### src/rtl/csg_pkg.sv
package csg_pkg;
  // Start event passed from the period timer to the conversion tracker.
  typedef struct packed {
    logic fire;       // a conversion starts in this cycle
    logic shortened;  // the start cut the running interval short
  } start_evt_t;
endpackage

### src/rtl/csg_sync_edge.sv
module csg_sync_edge #(
  parameter int STAGES = 2
) (
  input  logic clk_i,
  input  logic rst_ni,
  input  logic async_i,
  output logic rise_o
);
  // sh[STAGES-1] is the synchronized level, sh[STAGES] its previous value.
  logic [STAGES:0] sh;

  always_ff @(posedge clk_i or negedge rst_ni) begin
    if (!rst_ni) sh <= '0;
    else         sh <= {sh[STAGES-1:0], async_i};
  end

  assign rise_o = sh[STAGES-1] & ~sh[STAGES];
endmodule

### src/rtl/csg_period_timer.sv
module csg_period_timer
  import csg_pkg::*;
#(
  parameter int CNT_W = 16
) (
  input  logic             clk_i,
  input  logic             rst_ni,
  input  logic [CNT_W-1:0] period_i,
  input  logic             realign_i,
  output start_evt_t       evt_o
);
  localparam logic [CNT_W-1:0] MIN_RELOAD = CNT_W'(1);

  // Cycles left after a start until the next one; a period below 2 acts as 2.
  function automatic logic [CNT_W-1:0] reload_val(input logic [CNT_W-1:0] p);
    if (p < CNT_W'(2)) return MIN_RELOAD;
    return p - CNT_W'(1);
  endfunction

  logic             run;
  logic [CNT_W-1:0] cnt;
  logic             cnt_zero;

  assign cnt_zero        = (cnt == '0);
  assign evt_o.fire      = run & (cnt_zero | realign_i);
  assign evt_o.shortened = run & realign_i & ~cnt_zero;

  always_ff @(posedge clk_i or negedge rst_ni) begin
    if (!rst_ni) begin
      run <= 1'b0;
      cnt <= '0;
    end else begin
      run <= 1'b1;
      if (evt_o.fire)  cnt <= reload_val(period_i);
      else if (run)    cnt <= cnt - CNT_W'(1);
    end
  end
endmodule

### src/rtl/csg_conv_delay.sv
module csg_conv_delay
  import csg_pkg::*;
#(
  parameter int DLY_W = 12
) (
  input  logic             clk_i,
  input  logic             rst_ni,
  input  start_evt_t       evt_i,
  input  logic [DLY_W-1:0] conv_time_i,
  output logic             vld_o,
  output logic             irr_o
);
  localparam logic [DLY_W-1:0] ONE = DLY_W'(1);

  // A conversion time of zero acts as one cycle.
  function automatic logic [DLY_W-1:0] load_val(input logic [DLY_W-1:0] c);
    return (c == '0) ? ONE : c;
  endfunction

  logic             busy;
  logic [DLY_W-1:0] dcnt;
  logic             irr_q;
  logic             done;

  assign done  = busy & (dcnt == ONE);
  assign vld_o = done;
  assign irr_o = done & irr_q;

  always_ff @(posedge clk_i or negedge rst_ni) begin
    if (!rst_ni) begin
      busy  <= 1'b0;
      dcnt  <= '0;
      irr_q <= 1'b0;
    end else if (evt_i.fire) begin
      busy  <= 1'b1;
      dcnt  <= load_val(conv_time_i);
      // A flag from an aborted conversion carries over to the next result.
      irr_q <= evt_i.shortened | (irr_q & busy & ~done);
    end else if (done) begin
      busy  <= 1'b0;
      irr_q <= 1'b0;
    end else if (busy) begin
      dcnt  <= dcnt - ONE;
    end
  end
endmodule

### src/rtl/conv_start_gen.sv
module conv_start_gen
  import csg_pkg::*;
#(
  parameter int CNT_W       = 16,
  parameter int DLY_W       = 12,
  parameter int SYNC_STAGES = 2
) (
  input  logic             clk_i,
  input  logic             rst_ni,
  input  logic             sync_i,
  input  logic [CNT_W-1:0] period_i,
  input  logic [DLY_W-1:0] conv_time_i,
  output logic             start_o,
  output logic             result_vld_o,
  output logic             irregular_o
);
  logic       sync_det;
  start_evt_t start_evt;

  csg_sync_edge #(.STAGES(SYNC_STAGES)) sync_i0 (
    .clk_i   (clk_i),
    .rst_ni  (rst_ni),
    .async_i (sync_i),
    .rise_o  (sync_det)
  );

  csg_period_timer #(.CNT_W(CNT_W)) timer_i0 (
    .clk_i     (clk_i),
    .rst_ni    (rst_ni),
    .period_i  (period_i),
    .realign_i (sync_det),
    .evt_o     (start_evt)
  );

  csg_conv_delay #(.DLY_W(DLY_W)) delay_i0 (
    .clk_i       (clk_i),
    .rst_ni      (rst_ni),
    .evt_i       (start_evt),
    .conv_time_i (conv_time_i),
    .vld_o       (result_vld_o),
    .irr_o       (irregular_o)
  );

  assign start_o = start_evt.fire;
endmodule

### config.mk
export PLATFORM = sky130hd
export DESIGN_NAME = conv_start_gen
export DESIGN_NICKNAME = d
export VERILOG_FILES = /design/src/rtl/csg_pkg.sv /design/src/rtl/csg_sync_edge.sv /design/src/rtl/csg_period_timer.sv /design/src/rtl/csg_conv_delay.sv /design/src/rtl/conv_start_gen.sv
export SDC_FILE = /design/constraint.sdc
export NUM_CORES = 1
export LEC_CHECK = 0
export BUFFER_PORTS_ARGS = -buffer_cell sky130_fd_sc_hd__buf_4
export CAP_MARGIN = 15
export CORE_ASPECT_RATIO = 0.75
export CORE_MARGIN = 2
export CORE_UTILIZATION = 46
export DETAILED_ROUTE_END_ITERATION = 7
export HOLD_SLACK_MARGIN = 0.02
export PLACE_DENSITY = 0.65
export SYNTH_ARGS = -nofsm -noshare
export SYNTH_HDL_FRONTEND = slang
export SYNTH_SLANG_ARGS = --single-unit
export TNS_END_PERCENT = 50
### constraint.sdc
create_clock -name clk_i -period 2.65 [get_ports clk_i]
set_input_delay 0.53 -clock clk_i [delete_from_list [all_inputs] [get_ports clk_i]]
set_output_delay 0.53 -clock clk_i [all_outputs]
set_load 0.01 [all_outputs]
==> impl_results.md, run 1 <==
- Status: finished, final reports clean
- M2 GR Usage: 0.301
- Setup Viol. Count Final: 0
- Via count: 2106
- Starting density of the core: 0.486
- RSZ-0062 raised after global routing: false
- Tmin final: 2470 ps
- Count of distinct cell types in the synthesized netlist: 52
- Ys flop type: dfrtp_1
- Max Slew Vio Count: 0
- Ys async rst share: 1.00
- DP HPWL: 4480 um
- Clk buf depth: 2
- GRT Residual Overflow: 0
- CP Capture Type: primary output
- N_diodes: 0
- Layout cells sized above 1: 0.204
- #FFs+latches synth: 34
- Pwr Density: 718 nW/um^2
- CP arrival: 1940 ps
- Die ar.: 5380 sq um
- Met3 Usage GRT: 0.0504
- Register area share after synthesis: 0.385
- Fin crit share: 0.931
- First-pass GRT wire length: 9960 um
- Vias in the first global route: 1897
- Antenna violations before repair: 0
- Worst-margin pin slew: 572 ps
- Htree depth: 2
- Clock Tree Root: clkbuf_8
- RePlAce Congestion: 0.909
- Hold Path Class: in -> async
- R2r setup slk: 310 ps
- I/O pin cnt: 34
- Worst reg2reg path depth: 7
- GR peak layer: met1
- Core Region: 4550 sq um
- CP max FO: 8
- Max IR drop VDD: 574 uV
- CTS tree: built
- Final Hold Viols: 0
- Total clock sinks: 34
- Inserted Clock Buffers: 5
- Postcts setup bufs: 0
- R2R Path Start: timer_i0.cnt[0]$_DFFE_PN0P_
- Final WL: 5940 um
- Worst R2R End: timer_i0.cnt[14]$_DFFE_PN0P_
- Max frequency: 405 MHz
- Iteration-0 DRC Markers: 206
- Total GRT Usage: 0.236
- Syn_area_per_cell: 8.74 sq um
- Largest net degree at the start of global routing: 35
- Clk slew on worst S/H paths: 70 ps
- Row count: 21
- Max-cap viol count: 0
- Setup TNS: 0 ps
- Hold Buf Count CTS: 0
- Synth warn: 0
- Wire length per cell: 16.9 um
- Avg Vias per Cell: 6.00
- Mapped cell area: 2210 sq um
- Die X-Extent: 84.1 um
- Met1 global-route usage: 0.394
- Die height: 64.0 um
- Final ANT Viol Nets: 0
- Number of remaining DRC errors: 0
- Final #Nets: 328
- Critical path type: reg -> out
- Layout area overhead: 20.9%
- Count of input and output buffers: 33
- CP required: 2120 ps
- Skew final: 4.21 ps
- Startpoint Class: flop
- Net Count, Synth: 288
- Clk_lat worst skew: 290 ps
- First-pass DRT Iterations: 4
- Number of flops mapped to enable cells by yosys: 0
- Leakage Power: 1.10 nW
- Slew Limit Headroom: 0.615
- Post-synthesis cell count: 253
- Hold Slack: 183 ps
worst max-delay path, cell delays in order (launching register included):
cell,delay (ps)
dfrtp_1,470
nor4_1,500
and4_4,370
o21ai_1,100
inv_1,90
buf_4,110
metal layers:
metal / share of wire / vias to the layer above
met2: 0.40 / 73
met1: 0.52 / 996
met3: 0.073 / 5
met5: 0 / -
li1: - / 1032
met4: 0.0067 / 0
kinds of logic after synthesis:
logic type	Yosys count	share of synthesized area
AOI/OAI and AO/OA	66	0.199
xor gates and xnor gates	18	0.0713
adders and majority gates	4	0.0226
buffers and inverters	20	0.0413
DFF	34	0.385
muxes	2	0.00962
other	1	0.00170
and+or+nand+nor	108	0.270
worst max path at each step:
stage / slack, ps / end / start / cells past startpoint
after floorplan: 150 / start_o / timer_i0.cnt[0]$_DFFE_PN0P_ / 8
after global placement: 280 / start_o / timer_i0.cnt[0]$_DFFE_PN0P_ / 7
after detailed placement: 270 / start_o / timer_i0.cnt[0]$_DFFE_PN0P_ / 7
after CTS: 150 / start_o / timer_i0.cnt[5]$_DFFE_PN0P_ / 5
after global routing: 20 / start_o / timer_i0.cnt[5]$_DFFE_PN0P_ / 5
final: 180 / start_o / timer_i0.cnt[5]$_DFFE_PN0P_ / 5
power breakdown:
group / internal, W / switching (W)
sequential: 0.000668 / 0.000179
clock: 0.000280 / 0.000206
combinational: 0.000278 / 0.000309
total: 0.00123 / 0.000694
registers in the layout, summed over array words and instances (netlist names):
name            cells
timer_i0.cnt       16
delay_i0.dcnt      12
sync_i0.sh          3
delay_i0.busy       1
delay_i0.irr_q      1
timer_i0.run        1
stage by stage:
stage	instances	cell area [sq um]	power, W	util	setup WS (ps)
3_5_place_dp	343	2550	0.00142	0.561	272
4_1_cts	351	2670	0.00191	0.588	147
3_3_place_gp	343	2550	0.00141	0.561	276
5_1_grt	351	2670	0.00206	0.588	22.4
2_1_floorplan	253	2210	0.00124	-	148
6_report	351	2670	0.00192	0.588	183
synth_stat cells (all sizes together), types with 2 or more instances:
master / count / share of area
and4: 2 / 0.0079
nand4b: 2 / 0.0079
or4: 5 / 0.019
or3: 7 / 0.022
o41ai: 2 / 0.0079
nand2b: 2 / 0.0057
a211o: 4 / 0.016
a31oi: 2 / 0.0057
nor4: 15 / 0.051
nand3b: 2 / 0.0068
o21ai: 20 / 0.045
nor2: 31 / 0.053
a221o: 3 / 0.014
a21oi: 14 / 0.032
ha: 4 / 0.023
nor2b: 2 / 0.0057
inv: 10 / 0.017
xor2: 14 / 0.055
nand4: 4 / 0.011
a21o: 3 / 0.010
buf: 3 / 0.012
o311ai: 2 / 0.0079
o221ai: 5 / 0.020
dfrtp: 34 / 0.38
o21a: 2 / 0.0068
nand2: 14 / 0.024
clkbuf: 7 / 0.012
nand3: 6 / 0.014
nor3: 10 / 0.023
o31ai: 2 / 0.0068
xnor2: 4 / 0.016
timing repair:
item,4_1_cts,5_1_grt
endpoints found under the setup margin,1,1
pin swaps,0,0
gates resized for setup,2,1
placed cells by master, fill, tap and decap left out, types with 3 or more instances in the layout:
cell type  netlist  final
nor4_2           3      3
a211o_1          4      4
inv_1           10     10
nand4_1          4      4
nor4_1          12     12
o21ai_0         17     17
xnor2_1          4      4
o221ai_1         5      5
nand2_1         14     14
or4_1            4      4
a21o_1           3      3
o21ai_1          3      3
or3_1            6      6
xor2_1          14     14
a21oi_1         14     14
nor3_1          10     10
clkbuf_8         0      5
ha_1             4      4
a221o_1          3      3
buf_4            0     43
nor2_1          31     31
dfrtp_1         34     34
nand3_1          6      6
final cells by class:
cell class	count	area, sq um
inverters	10	37.5
multi-input cells	199	1280
clock buffers	5	68.8
well taps	57	71.3
clock inverters	3	45.0
repair buffers	43	323
fillers	413	1870
flip-flops and latches	34	851
Power figures use the tool's default switching activity.
==> run 2: changes to the inputs <==
Settings changed: CTS_BUF_LIST set to sky130_fd_sc_hd__clkbuf_16.
==> run 2 against run 1 <==
Hold slack gained 12 ps. Worst setup slack got worse by 26 ps. Combinational power grew 0.7%. Clock skew shrank 0.72 ps. Die area unchanged. First-iteration DRC count is 12% higher. Via count increased by 2.3%. Count of clock-buffer cells in the layout stayed put. Wire length is 1.9% higher. Maximum frequency shrank 1.0%. Total power up 10%. Critical endpoint unchanged. Highest routed layer unchanged.
==> impl_results.md, run 2 (synthesized netlist as in run 1, its figures left out) <==
- Max Slew Vio Count: 0
- Count of input and output buffers: 33
- Max reg flops: 16
- Worst path slowest cell: dfrtp_1
- Final ANT Viol Nets: 0
- Status: finished, final reports clean
- I/O pin cnt: 34
- Avg Vias per Cell: 6.14
- Setup Viol. Count Final: 0
- Slew Limit Headroom: 0.589
- Via count: 2154
- Max frequency: 401 MHz
- Worst-margin pin slew: 611 ps
- Row count: 21
- Setup TNS: 0 ps
- Postcts setup bufs: 0
- CTS tree: built
- Core Region: 4550 sq um
- Sequential Power Share: 0.403
- Total clock sinks: 34
- Clk slew on worst S/H paths: 60 ps
- Cell Chain, Critical Path: inv_1 -> ha_1 -> nor4b_2 -> and4_2 -> o21ai_1 -> inv_1 -> buf_4
- Iteration-0 DRC Markers: 230
- Clk_lat worst skew: 280 ps
- Clock power frac: 0.317
- First-pass DRT Iterations: 5
- Antenna violations before repair: 0
- Largest registers: timer_i0.cnt (16), delay_i0.dcnt (12), sync_i0.sh (3)
- Util after Layout: 0.600
- Critical path type: reg -> out
- Inserted Clock Buffers: 5
- Die height: 64.0 um
- R2R Path Start: timer_i0.cnt[0]$_DFFE_PN0P_
- Hold Path Class: in -> async
- Clk buf depth: 2
- PnR Total Power: 0.00211 W
- GRT Residual Overflow: 0
- R2r setup slk: 280 ps
- First-pass GRT wire length: 10000 um
- Total GRT Usage: 0.237
- Die X-Extent: 84.1 um
- CP max FO: 6
- Most frequent cells in the layout: buf_4 (43), dfrtp_1 (34), nor2_1 (31), o21ai_0 (17)
- Cell Count, Final, Fillers Out: 351
- Final #Nets: 328
- Pwr Density: 773 nW/um^2
- Layout area overhead: 23.4%
- Largest Register: timer_i0.cnt
- Worst R2R End: timer_i0.cnt[14]$_DFFE_PN0P_
- Tmin final: 2490 ps
- Number of remaining DRC errors: 0
- Startpoint Class: flop
- Most used cell, CP: inv_1
- Fillers: 407
- RSZ-0062 raised after global routing: false
- Htree depth: 2
- Pint: 0.00139 W
- Starting density of the core: 0.486
- Clock Tree Root: clkbuf_16
- Leakage Power: 1.12 nW
- CP arrival: 1960 ps
- Combinational share of power: 0.280
- Switching Power: 0.000720 W
- CP required: 2120 ps
- Max IR drop VDD: 632 uV
- DP HPWL: 4480 um
- Max-cap viol count: 0
- Final Hold Viols: 0
- Fin crit share: 0.940
- RePlAce Congestion: 0.909
- Most common cell after layout, fill and taps aside: buf_4
- Vias in the first global route: 1928
- Layout cells sized above 1: 0.204
- Final WL: 6050 um
- Hold Buf Count CTS: 0
- Sw Share: 0.341
- Wire length per cell: 17.2 um
- Die ar.: 5380 sq um
- Max incr delay on CP: 400 ps
- Skew final: 3.49 ps
- CP Capture Type: primary output
- Cell count after placement: 343
- Largest net degree at the start of global routing: 35
- Worst reg2reg path depth: 7
- N_diodes: 0
## run 2: cell count changes in the layout (fill, tap and decap cells not counted)
cell       previous run  this run
clkbuf_8              5         0
and4_2                0         1
and4_4                1         0
clkbuf_16             0         5
## run 2: per-layer routing
metal	vias to the layer above	global-route usage	share of wire	routed length [um]
li1	1030	-	-	-
met1	1021	0.392	0.52	3140
met2	99	0.309	0.41	2460
met3	4	0.0491	0.072	435
met4	0	0.0524	0.0041	25
met5	-	0	0	0
## run 2: through the flow
stage	worst slack, ps	hold WS [ps]	instance area, sq um
floorplan	148	234	2210
CTS	6.23	213	2720
global route	9.18	225	2730
finish	158	195	2730
global placement	276	334	2550
detailed placement	272	337	2550
## run 2: worst max-delay path by stage
stage               cells past startpoint  endpoint                         from  slack, ps
global placement                        7   start_o  timer_i0.cnt[0]$_DFFE_PN0P_        280
detailed placement                      7   start_o  timer_i0.cnt[0]$_DFFE_PN0P_        270
CTS                                     7   start_o  timer_i0.cnt[0]$_DFFE_PN0P_          6
finish                                  7   start_o  timer_i0.cnt[0]$_DFFE_PN0P_        160
floorplan                               8   start_o  timer_i0.cnt[0]$_DFFE_PN0P_        150
global route                            7   start_o  timer_i0.cnt[0]$_DFFE_PN0P_          9
## run 2: power groups by stage
stage | sequential, W | combinational [W] | clock, W
after floorplan | 0.000791 | 0.000452 | 0
after CTS | 0.000839 | 0.000580 | 0.000672
after global routing | 0.000871 | 0.000665 | 0.000702
final | 0.000850 | 0.000591 | 0.000669
after global placement | 0.000846 | 0.000567 | 0
after detailed placement | 0.000847 | 0.000573 | 0
## run 2: repair_timing
| action | CTS | global route |
|---|---|---|
| setup endpoints to repair | 1 | 6 |
| resized for setup | 1 | 1 |
| endpoints found under the hold margin | 0 | 0 |
## run 2: critical path: cells and delay by family, from the launching register on
kind	cells	cell delay, ps
and+or+nand+nor	2	660
DFF	1	400
buffers and inverters	3	290
adders and majority gates	1	210
AOI/OAI and AO/OA	1	110
## run 2: final cells by class
cell class / instances / area (sq um) / share of cell area
clock buffers: 5 / 125 / 0.0459
clock inverters: 3 / 45.0 / 0.0165
inverters: 10 / 37.5 / 0.0138
multi-input cells: 199 / 1280 / 0.468
flip-flops and latches: 34 / 851 / 0.312
well taps: 57 / 71.3 / 0.0261
repair buffers: 43 / 323 / 0.118
==> run 3: changes to the inputs <==
Settings changed: BUFFER_PORTS_ARGS -buffer_cell sky130_fd_sc_hd__buf_4 to -buffer_cell sky130_fd_sc_hd__buf_2.
==> run 3 against run 2 <==
Largest cell class unchanged. Critical endpoint unchanged. Highest routed layer unchanged. Combinational power shrank 3.7%. Wire length shrank 9.9%. Flip-flop and latch count is the same. Critical path depth shrank 2. Maximum frequency grew 2.7%. First-iteration DRC count shrank 19%.
==> impl_results.md, run 3 (synthesized netlist as in run 1, its figures left out) <==
- Status: finished, final reports clean
- RSZ-0062 raised after global routing: false
- Critical path buffers and inverters: 2
- Setup TNS: 0 ps
- Antenna violations before repair: 0
- Critical path type: reg -> out
- Final #Nets: 330
- Most frequent cells in the layout: dfrtp_1 (34), buf_2 (33), nor2_1 (31), o21ai_0 (17)
- PnR Total Power: 0.00195 W
- Final ANT Viol Nets: 0
- Layout cells sized above 1: 0.199
- First-pass DRT Iterations: 7
- Leakage Power: 1.10 nW
- Max-cap viol count: 0
- Max incr delay on CP: 470 ps
- CP Capture Type: primary output
- Die X-Extent: 84.1 um
- Htree depth: 2
- CTS tree: built
- Pwr Density: 741 nW/um^2
- Setup ws final: 223 ps
- Postcts setup bufs: 0
- Largest net degree at the start of global routing: 35
- Total clock sinks: 34
- Core Region: 4550 sq um
- Cell Chain, Critical Path: nor4_1 -> and4_1 -> o21ai_1 -> inv_1 -> buf_2
- Worst path slowest cell: nor4_1
- Final Hold Viols: 0
- Slew Limit Headroom: 0.498
- Skew final: 4.61 ps
- CP required: 2120 ps
- Clock Tree Root: clkbuf_16
- Tmin final: 2430 ps
- CTS resizes: 0
- Fillers: 429
- Startpoint Class: flop
- Worst-margin pin slew: 753 ps
- I/O pin cnt: 34
- Die height: 64.0 um
- Hold Path Class: in -> async
- Hold Buf Count CTS: 0
- CP max FO: 8
- Max reg flops: 16
- Final WL: 5450 um
- CP arrival: 1900 ps
- Avg Vias per Cell: 5.91
- Number of remaining DRC errors: 0
- Layout area overhead: 18.8%
- Most common cell after layout, fill and taps aside: dfrtp_1
- Max Slew Vio Count: 0
- Setup Viol. Count Final: 0
- R2r setup slk: 370 ps
- First-pass GRT wire length: 9430 um
- Count of input and output buffers: 33
- Row count: 21
- Crit-path leading delay family: simple AND/OR/NAND/NOR gates
- Hold Slack: 329 ps
- Worst reg2reg path depth: 6
- R2R Path Start: timer_i0.cnt[1]$_DFFE_PN0P_
- Vias in the first global route: 1975
- Total GRT Usage: 0.220
- Inserted Clock Buffers: 5
- Clk buf depth: 2
- Placed Area: 2480 sq um
- DP HPWL: 4110 um
- RePlAce Congestion: 0.895
- Die ar.: 5380 sq um
- Largest Register: timer_i0.cnt
- Max frequency: 412 MHz
- Max IR drop VDD: 524 uV
- Starting density of the core: 0.486
- N_diodes: 0
- Largest registers: timer_i0.cnt (16), delay_i0.dcnt (12), sync_i0.sh (3)
- Wire length per cell: 15.4 um
- Fin area: 2630 sq um
- GRT Residual Overflow: 0
- Clk slew on worst S/H paths: 50 ps
- Placement Setup Slack: 430 ps
- Fin crit share: 0.916
- Clk_lat worst skew: 270 ps
- Worst R2R End: timer_i0.cnt[12]$_DFFE_PN0P_
- Via count: 2086
- Iteration-0 DRC Markers: 187
## run 3: how the worst max path moves through the flow
stage / slack, ps / startpoint / to / cells after the start
finish: 220 / timer_i0.cnt[5]$_DFFE_PN0P_ / start_o / 5
global route: 60 / delay_i0.dcnt[7]$_DFFE_PN0P_ / irregular_o / 4
CTS: 140 / timer_i0.cnt[1]$_DFFE_PN0P_ / start_o / 7
detailed placement: 430 / period_i[1] / timer_i0.cnt[7]$_DFFE_PN0P_ / 7
global placement: 390 / period_i[1] / timer_i0.cnt[7]$_DFFE_PN0P_ / 7
floorplan: 150 / timer_i0.cnt[0]$_DFFE_PN0P_ / start_o / 8
## run 3: layout make-up
| class | instances | area (sq um) | area share |
|---|---|---|---|
| Timing Repair Buffer | 45 | 255 | 0.0971 |
| Multi-Input combinational cell | 199 | 1270 | 0.485 |
| Sequential cell | 34 | 851 | 0.324 |
| Inverter | 10 | 37.5 | 0.0143 |
| Clock buffer | 5 | 125 | 0.0476 |
| Tap cell | 57 | 71.3 | 0.0271 |
| Clock inverter | 3 | 12.5 | 0.00476 |
## run 3: per-layer routing
metal,global-route usage,wire length [um]
met5,0,0
met4,0.0665,53
met3,0.0543,422
met2,0.295,2190
met1,0.343,2790
## run 3: where the power goes
group / internal (W) / switching (W)
Combinational: 0.000267 / 0.000302
Clock: 0.000339 / 0.000194
Sequential: 0.000670 / 0.000175
## run 3: per-stage QoR
step	instances	utilization
5_1_grt	353	0.578
6_report	353	0.578
4_1_cts	353	0.577
3_3_place_gp	345	0.546
2_1_floorplan	253	-
3_5_place_dp	345	0.546
